$ cat src/rtl/bl_pkg.sv
package bl_pkg;

  typedef enum logic [1:0] {OP_OR, OP_AND, OP_XOR, OP_CPL} alu_op_e;

  typedef enum logic [2:0] {
    FM_DIR_ACC, FM_DIR_IMM, FM_ACC_IMM, FM_ACC_DIR,
    FM_ACC_IND, FM_ACC_REG, FM_ACC_CPL
  } form_e;

  typedef enum logic [2:0] {
    S_IDLE, S_OPC, S_ADR, S_IMM, S_PTR, S_OPR, S_EXE, S_HOLD
  } state_e;

  typedef struct packed {
    logic    legal;
    alu_op_e op;
    form_e   form;
    logic [1:0] len;
    logic [1:0] cyc;
  } dec_t;

  // Opcode split: high nibble = operation group, low nibble = form.
  function automatic dec_t decode_op(input logic [7:0] opc);
    dec_t d;
    d.legal = 1'b0;
    d.op    = OP_OR;
    d.form  = FM_ACC_CPL;
    d.len   = 2'd1;
    d.cyc   = 2'd1;
    if (opc == 8'hF4) begin
      d.legal = 1'b1;
      d.op    = OP_CPL;
    end else if (opc[7:4] >= 4'h4 && opc[7:4] <= 4'h6 && opc[3:0] >= 4'h2) begin
      d.legal = 1'b1;
      case (opc[7:4])
        4'h4:    d.op = OP_OR;
        4'h5:    d.op = OP_AND;
        default: d.op = OP_XOR;
      endcase
      if (opc[3])                     d.form = FM_ACC_REG;
      else if (opc[2:1] == 2'b11)     d.form = FM_ACC_IND;
      else begin
        case (opc[2:0])
          3'd2:    begin d.form = FM_DIR_ACC; d.len = 2'd2; end
          3'd3:    begin d.form = FM_DIR_IMM; d.len = 2'd3; d.cyc = 2'd2; end
          3'd4:    begin d.form = FM_ACC_IMM; d.len = 2'd2; end
          default: begin d.form = FM_ACC_DIR; d.len = 2'd2; end
        endcase
      end
    end
    return d;
  endfunction

  function automatic logic [7:0] logic_op(input alu_op_e op, input logic [7:0] a,
                                          input logic [7:0] b);
    case (op)
      OP_OR:   return a | b;
      OP_AND:  return a & b;
      OP_XOR:  return a ^ b;
      default: return ~a;
    endcase
  endfunction

endpackage

$ cat src/rtl/bl_decode.sv
module bl_decode
  import bl_pkg::*;
(
  input  logic [7:0] opcode,
  output dec_t       dec,
  output logic       dest_mem,
  output logic       needs_addr,
  output logic       needs_imm
);
  always_comb begin
    dec        = decode_op(opcode);
    dest_mem   = dec.legal && (dec.form == FM_DIR_ACC || dec.form == FM_DIR_IMM);
    needs_addr = dec.legal && (dec.form == FM_DIR_ACC || dec.form == FM_DIR_IMM ||
                               dec.form == FM_ACC_DIR);
    needs_imm  = dec.legal && (dec.form == FM_DIR_IMM || dec.form == FM_ACC_IMM);
  end
endmodule

$ cat src/rtl/bl_alu.sv
module bl_alu
  import bl_pkg::*;
#(
  parameter int DATA_W = 8
) (
  input  alu_op_e           op,
  input  logic [DATA_W-1:0] a,
  input  logic [DATA_W-1:0] b,
  output logic [DATA_W-1:0] y
);
  always_comb y = logic_op(op, a, b);
endmodule

$ cat src/rtl/bl_seq.sv
module bl_seq
  import bl_pkg::*;
#(
  parameter int TICKS_PER_CYC = 12,
  parameter int MAX_CYC       = 2,
  localparam int TICK_W       = $clog2(TICKS_PER_CYC * MAX_CYC)
) (
  input  logic              clk,
  input  logic              rst_n,
  input  logic              start,
  input  logic              fetch_valid,
  input  dec_t              dec,
  input  logic              needs_addr,
  input  logic              needs_imm,
  output state_e            state,
  output logic [TICK_W-1:0] tick,
  output logic              fetch_req,
  output logic              done
);
  state_e            nxt;
  logic              stall;
  logic [TICK_W-1:0] last_tick;

  assign fetch_req = (state == S_OPC) || (state == S_ADR) || (state == S_IMM);
  assign stall     = fetch_req && !fetch_valid;
  assign last_tick = TICK_W'(TICKS_PER_CYC * int'(dec.cyc) - 1);
  assign done      = (state == S_HOLD) && (tick == last_tick);

  always_comb begin
    nxt = state;
    case (state)
      S_IDLE: if (start) nxt = S_OPC;
      S_OPC: if (fetch_valid) begin
        if (!dec.legal)                 nxt = S_HOLD;
        else if (needs_addr)            nxt = S_ADR;
        else if (needs_imm)             nxt = S_IMM;
        else if (dec.form == FM_ACC_IND) nxt = S_PTR;
        else if (dec.form == FM_ACC_REG) nxt = S_OPR;
        else                            nxt = S_EXE;
      end
      S_ADR: if (fetch_valid) nxt = needs_imm ? S_IMM : S_OPR;
      S_IMM: if (fetch_valid) nxt = (dec.form == FM_DIR_IMM) ? S_OPR : S_EXE;
      S_PTR:  nxt = S_OPR;
      S_OPR:  nxt = S_EXE;
      S_EXE:  nxt = S_HOLD;
      S_HOLD: if (done) nxt = S_IDLE;
      default: nxt = S_IDLE;
    endcase
  end

  always_ff @(posedge clk) begin
    if (!rst_n) begin
      state <= S_IDLE;
      tick  <= '0;
    end else begin
      state <= nxt;
      if (state == S_IDLE || done) tick <= '0;
      else if (!stall)             tick <= tick + 1'b1;
    end
  end


  stall_hold_chk: assert property (@(posedge clk) disable iff (!rst_n)
    (fetch_req && !fetch_valid) |=> $stable(tick));


  done_pulse_chk: assert property (@(posedge clk) disable iff (!rst_n)
    done |=> !done);

endmodule

$ cat src/rtl/bytelogic_exec.sv
module bytelogic_exec
  import bl_pkg::*;
#(
  parameter int DATA_W        = 8,
  parameter int ADDR_W        = 8,
  parameter int BANK_W        = 2,
  parameter int TICKS_PER_CYC = 12
) (
  input  logic              clk,
  input  logic              rst_n,
  input  logic              start,
  input  logic [BANK_W-1:0] bank_sel,
  output logic              fetch_req,
  input  logic              fetch_valid,
  input  logic [DATA_W-1:0] fetch_byte,
  input  logic [DATA_W-1:0] acc_in,
  output logic              acc_we,
  output logic [DATA_W-1:0] acc_wdata,
  output logic [ADDR_W-1:0] ram_addr,
  output logic              ram_ind,
  output logic              ram_re,
  output logic              ram_rd_latch,
  input  logic [DATA_W-1:0] ram_rdata,
  output logic              ram_we,
  output logic [DATA_W-1:0] ram_wdata,
  output logic              done,
  output logic [1:0]        instr_len,
  output logic [1:0]        instr_cyc,
  output logic              illegal
);
  localparam int REG_IDX_W = 3;
  localparam int MAX_CYC   = 2;
  localparam int TICK_W    = $clog2(TICKS_PER_CYC * MAX_CYC);

  state_e              state;
  logic [TICK_W-1:0]   tick;
  logic [7:0]          opc_q, opc_cur;
  logic [ADDR_W-1:0]   adr_q, ptr_q, reg_addr;
  logic [DATA_W-1:0]   imm_q, opd_q, left_v, right_v, result;
  logic [REG_IDX_W-1:0] reg_idx;
  dec_t                dec;
  logic                dest_mem, needs_addr, needs_imm;
  logic                in_exe, in_opr;

  assign opc_cur = (state == S_OPC) ? fetch_byte[7:0] : opc_q;

  bl_decode u_dec (
    .opcode(opc_cur), .dec(dec), .dest_mem(dest_mem),
    .needs_addr(needs_addr), .needs_imm(needs_imm)
  );

  bl_seq #(.TICKS_PER_CYC(TICKS_PER_CYC), .MAX_CYC(MAX_CYC)) u_seq (
    .clk(clk), .rst_n(rst_n), .start(start), .fetch_valid(fetch_valid),
    .dec(dec), .needs_addr(needs_addr), .needs_imm(needs_imm),
    .state(state), .tick(tick), .fetch_req(fetch_req), .done(done)
  );

  // operand capture
  always_ff @(posedge clk) begin
    if (!rst_n) begin
      opc_q <= '0;
      adr_q <= '0;
      imm_q <= '0;
      ptr_q <= '0;
      opd_q <= '0;
    end else begin
      case (state)
        S_OPC: if (fetch_valid) opc_q <= fetch_byte[7:0];
        S_ADR: if (fetch_valid) adr_q <= ADDR_W'(fetch_byte);
        S_IMM: if (fetch_valid) imm_q <= fetch_byte;
        S_PTR: ptr_q <= ADDR_W'(ram_rdata);
        S_OPR: opd_q <= ram_rdata;
        default: ;
      endcase
    end
  end

  // register file lives in RAM: bank * 8 + index
  assign reg_idx  = (dec.form == FM_ACC_IND) ? REG_IDX_W'(opc_q[0]) : opc_q[2:0];
  assign reg_addr = ADDR_W'({bank_sel, reg_idx});
  assign in_opr   = (state == S_OPR);
  assign in_exe   = (state == S_EXE);

  always_comb begin
    ram_addr = '0;
    case (state)
      S_PTR: ram_addr = reg_addr;
      S_OPR: begin
        if (dec.form == FM_ACC_IND)      ram_addr = ptr_q;
        else if (dec.form == FM_ACC_REG) ram_addr = reg_addr;
        else                             ram_addr = adr_q;
      end
      S_EXE: ram_addr = adr_q;
      default: ;
    endcase
  end

  assign ram_re       = (state == S_PTR) || in_opr;
  assign ram_ind      = in_opr && (dec.form == FM_ACC_IND);
  assign ram_rd_latch = in_opr && dest_mem;

  always_comb begin
    left_v = dest_mem ? opd_q : acc_in;
    case (dec.form)
      FM_DIR_ACC:             right_v = acc_in;
      FM_DIR_IMM, FM_ACC_IMM: right_v = imm_q;
      default:                right_v = opd_q;
    endcase
  end

  bl_alu #(.DATA_W(DATA_W)) u_alu (.op(dec.op), .a(left_v), .b(right_v), .y(result));

  assign ram_we    = in_exe && dest_mem;
  assign acc_we    = in_exe && !dest_mem;
  assign ram_wdata = result;
  assign acc_wdata = result;
  assign instr_len = dec.len;
  assign instr_cyc = dec.cyc;
  assign illegal   = done && !dec.legal;

  // verification event: a write has happened in the current instruction
  logic wr_seen;
  always_ff @(posedge clk) begin
    if (!rst_n)                wr_seen <= 1'b0;
    else if (done)             wr_seen <= 1'b0;
    else if (acc_we || ram_we) wr_seen <= 1'b1;
  end


  single_write_chk: assert property (@(posedge clk) disable iff (!rst_n)
    (acc_we || ram_we) |-> !wr_seen);


  legal_wrote_chk: assert property (@(posedge clk) disable iff (!rst_n)
    (done && !illegal) |-> wr_seen);


  illegal_quiet_chk: assert property (@(posedge clk) disable iff (!rst_n)
    (done && illegal) |-> !wr_seen);


  latch_direct_chk: assert property (@(posedge clk) disable iff (!rst_n)
    ram_rd_latch |-> (ram_re && !ram_ind));


  ind_read_chk: assert property (@(posedge clk) disable iff (!rst_n)
    ram_ind |-> ram_re);

endmodule

$ cat config.mk
export PLATFORM = sky130hd
export DESIGN_NAME = bytelogic_exec
export DESIGN_NICKNAME = d
export VERILOG_FILES = /design/src/rtl/bl_pkg.sv /design/src/rtl/bl_decode.sv /design/src/rtl/bl_alu.sv /design/src/rtl/bl_seq.sv /design/src/rtl/bytelogic_exec.sv
export SDC_FILE = /design/constraint.sdc
export NUM_CORES = 1
export LEC_CHECK = 0
export CORE_MARGIN = 2
export CORE_UTILIZATION = 58
export CTS_CLUSTER_DIAMETER = 80
export CTS_CLUSTER_SIZE = 24
export DETAILED_ROUTE_END_ITERATION = 10
export DONT_BUFFER_PORTS = 1
export MAX_ROUTING_LAYER = met4
export PLACE_DENSITY = 0.76
export RECOVER_POWER = 25
export SYNTH_ARGS = -nofsm -noshare
export SYNTH_HDL_FRONTEND = slang
export SYNTH_SLANG_ARGS = --single-unit
$ cat constraint.sdc
create_clock -name clk -period 3.7 [get_ports clk]
set_clock_uncertainty 0.05 [all_clocks]
set_input_delay 0.74 -clock clk [delete_from_list [all_inputs] [get_ports clk]]
set_output_delay 0.74 -clock clk [all_outputs]
set_load 0.1 [all_outputs]
==> results.sh <==
export IMPL_ys_async_sr_fraction_pct=0
export IMPL_path_common_cell="o21ai_4"
export IMPL_fp_dieW_microns=83.6
export IMPL_core_area_sq_um=6240
export IMPL_synthFlopType="dfxtp_1"
export IMPL_clockPowerShare_pct=21.1
export IMPL_final_area_sq_um=5130
export IMPL_syn2layout_area_growth_pct=39.6
export IMPL_yosys_warnings=0
export IMPL_seq_power_share_pct=35.0
export IMPL_critPathSlowestCell="a222oi_1"
export IMPL_avgSynthCellArea_sq_um=7.98
export IMPL_power_leakage_nw=1.80
export IMPL_post_drt_wl_per_cell_microns=19.6
export IMPL_grt_use_total_pct=33.2
export IMPL_clock_path_buffers=2
export IMPL_grt_start_max_net_pins=47
export IMPL_start_util_pct=58.9
export IMPL_drv_slew=0
export IMPL_yosysMostFrequentCell="nand2_1"
export IMPL_drt_vias_per_instance=6.30
export IMPL_synth_yosys_seq_area_share_pct=26.1
export IMPL_antenna_found_initial=0
export IMPL_fillers=368
export IMPL_fmax_mhz=264
export IMPL_setup_viol=16
export IMPL_synth_edf_count=0
export IMPL_synth_area_leader_cell="dfxtp_1"
export IMPL_placed_area_sq_um=4590
export IMPL_root_buffer="clkbuf_8"
export IMPL_cpPeakStageDelay_ns=0.48
export IMPL_path_buf_inv=3
export IMPL_dieArea_sq_um=6990
export IMPL_post_route_drc_count=0
export IMPL_relSlewSlack_pct=25.7
export IMPL_synth_cells=461
export IMPL_hold_violations=0
export IMPL_htree_levels=2
export IMPL_ant_nets=0
export IMPL_worstPathCellList="buf_8 -> nor3b_4 -> nand2_1 -> o22a_4 -> inv_8 -> o21ai_4 -> mux2_4 -> ha_4 -> a222oi_1 -> o21ai_4 -> buf_12"
export IMPL_min_period_ns=3.78
export IMPL_cp_start_kind="flip-flop"
export IMPL_cts_tree="built"
export IMPL_ys_ff_latch=48
export IMPL_status="finished with violations"
export IMPL_gp_congestion=0.994
export IMPL_io_pins=66
export IMPL_worst_hold_path_type="flip-flop to flip-flop"
export IMPL_synth_distinct_cells=66
export IMPL_routed_wl_microns=11600
export IMPL_numCtsBuffers=5
export IMPL_crit_fanout=4
export IMPL_vias=3729
export IMPL_die_height_microns=83.6
export IMPL_cp_end_kind="output pin"
export IMPL_finalCritPeriodShare_pct=102
export IMPL_hold_buffers=0
export IMPL_synth_top_cell_area_share_pct=26.1
export IMPL_num_rows=29
export IMPL_internal_power_w=0.000971
export IMPL_grt_pass1_wl_microns=18600
export IMPL_p_per_area_nw_per_um2=320
export IMPL_syn_nets=508
export IMPL_synth_area_sq_um=3680
export IMPL_cp_arrival_ns=2.99
export IMPL_clk_latency_ns=0.31
export IMPL_synthTopCellsByCount="nand2_1 (93), dfxtp_1 (48), a21boi_1 (25)"
export IMPL_finish_utilization_pct=82.3
export IMPL_p_sw_share_pct=40.8
export IMPL_rsz0062_at_grt="yes"
export IMPL_p_sw_w=0.000669
export IMPL_clkTransAtPathRegs_ns=0.10
export IMPL_drive_above_1_share_pct=37.9
export IMPL_drt_initial_drc_count=264
export IMPL_path_class="flip-flop to output pin"
export IMPL_synthTopCellsByArea="dfxtp_1 (26%), nand2_1 (9.5%), ha_1 (5.8%), a21boi_1 (5.1%), mux2i_1 (4.9%)"
export IMPL_cp_data_required_time_ns=2.91
export IMPL_cp_top_family="compound AO/OA/AOI/OAI gates"
export IMPL_worst_pin_slew_ns=1.11
export IMPL_dp_hpwl_microns=7830
export IMPL_clock_sinks=48
export IMPL_grt_pass1_vias=3721
export IMPL_overflow=0
export IMPL_num_antenna_cells=0
export IMPL_dp_slack_ns=-0.0344
export IMPL_violations="negative setup slack"
export IMPL_nNetsFinal=561
export IMPL_p_comb_share_pct=43.9
export IMPL_peakVddDrop_uv=250
export IMPL_post_layout_total_power_w=0.00164
export IMPL_numPortBuffers=0
export IMPL_maxCapViolCount=0
export IMPL_drt_pass1_iter_count=5
export IMPL_setup_ws_ns=-0.0836
[cells in the final DEF, fill, tap and decap left out, drive strengths merged, types with 2 or more instances in the layout]
cell	netlist	routed
nand3	5	5
ha	17	17
nor3b	5	5
clkbuf	19	9
and2	4	4
nand2b	2	2
a22o	3	3
inv	19	20
mux2i	18	18
clkinv	1	2
a31oi	2	2
o22a	2	2
o311ai	3	3
or3	5	5
nor3	7	7
dfxtp	48	48
o211ai	11	11
nand4	8	8
xor2	4	4
nand3b	2	2
buf	21	83
a21boi	32	32
nand2	93	93
a222oi	2	2
o21a	16	16
o32a	3	3
o21ai	14	14
nand4b	2	2
o22ai	4	4
o32ai	2	2
nor2b	17	17
a41oi	2	2
a21oi	8	8
a22oi	19	19
a211o	2	2
nor4	3	3
nor2	23	23
[layer usage]
metal / vias to the layer above / track usage (%) / part of all wire (%)
met5: - / - / 0
met4: 0 / 10.7 / 2.5
met3: 27 / 5.74 / 6.0
met2: 154 / 56.3 / 51
met1: 1811 / 40.1 / 41
li1: 1737 / - / -
[cell type report]
| cell class | instances | area, sq um | share of cell area [%] |
|---|---|---|---|
| multi-input combinational | 353 | 2910 | 56.6 |
| timing repair buffer | 86 | 985 | 19.2 |
| sequential | 48 | 965 | 18.8 |
| tap | 77 | 96.3 | 1.88 |
| inverter | 20 | 85.1 | 1.66 |
| clock buffer | 6 | 82.6 | 1.61 |
| clock inverter | 2 | 13.8 | 0.268 |
[metrics by stage]
stage | hold WS (ns) | setup TNS, ns | std cells
floorplan | 0.385 | -3.09 | 461
detailed placement | 0.407 | -0.0799 | 556
global route | 0.449 | -2.25 | 592
finish | 0.423 | -0.548 | 592
CTS | 0.420 | -0.500 | 582
global placement | 0.399 | -0.0000138 | 556
[tightest hold or removal path, stage by stage, from the launching register on]
cell	delay, ns
dfxtp_1	0.33
nand2_1	0.05
a21boi_1	0.05
[logic make-up after synthesis]
group                    after synthesis  synth area share, %
buffers and inverters                 60                 8.23
flip-flops                            48                 26.1
adder cells (fa/ha/maj)               17                 5.78
AO/OA/AOI/OAI                        130                 29.5
AND/OR/NAND/NOR                      182                 23.9
XOR/XNOR                               5                 1.19
multiplexers                          19                 5.21
[power groups by stage]
stage / Sequential (W) / Combinational (W) / Clock (W)
6_report: 0.000575 / 0.000720 / 0.000346
5_1_grt: 0.000577 / 0.000757 / 0.000369
4_1_cts: 0.000573 / 0.000693 / 0.000346
3_5_place_dp: 0.000582 / 0.000634 / 0
3_3_place_gp: 0.000581 / 0.000620 / 0
2_1_floorplan: 0.000574 / 0.000538 / 0
[flip-flops by register name, indices dropped and copies added, names as in the netlist]
name / flops
adr_q: 8
imm_q: 8
opc_q: 8
opd_q: 8
ptr_q: 8
u_seq.state: 3
u_seq.tick: 5
[worst paths after layout]
check,from,end,slack (ns),cells after the start
max,u_seq.state[2],acc_wdata[7],-0.08,11
min,opc_q[6],opc_q[6],0.42,2
max reg2reg,opc_q[0],u_seq.tick[0],1.45,6
min reg2reg,opc_q[6],opc_q[6],0.42,2
[what timing repair did]
item                                    CTS  global route
endpoints found under the setup margin   16            16
setup buffers                            16            11
gates resized for setup                  39            11
pin swaps                                17            25
cloned                                    2             0
Power figures use the tool's default switching activity.
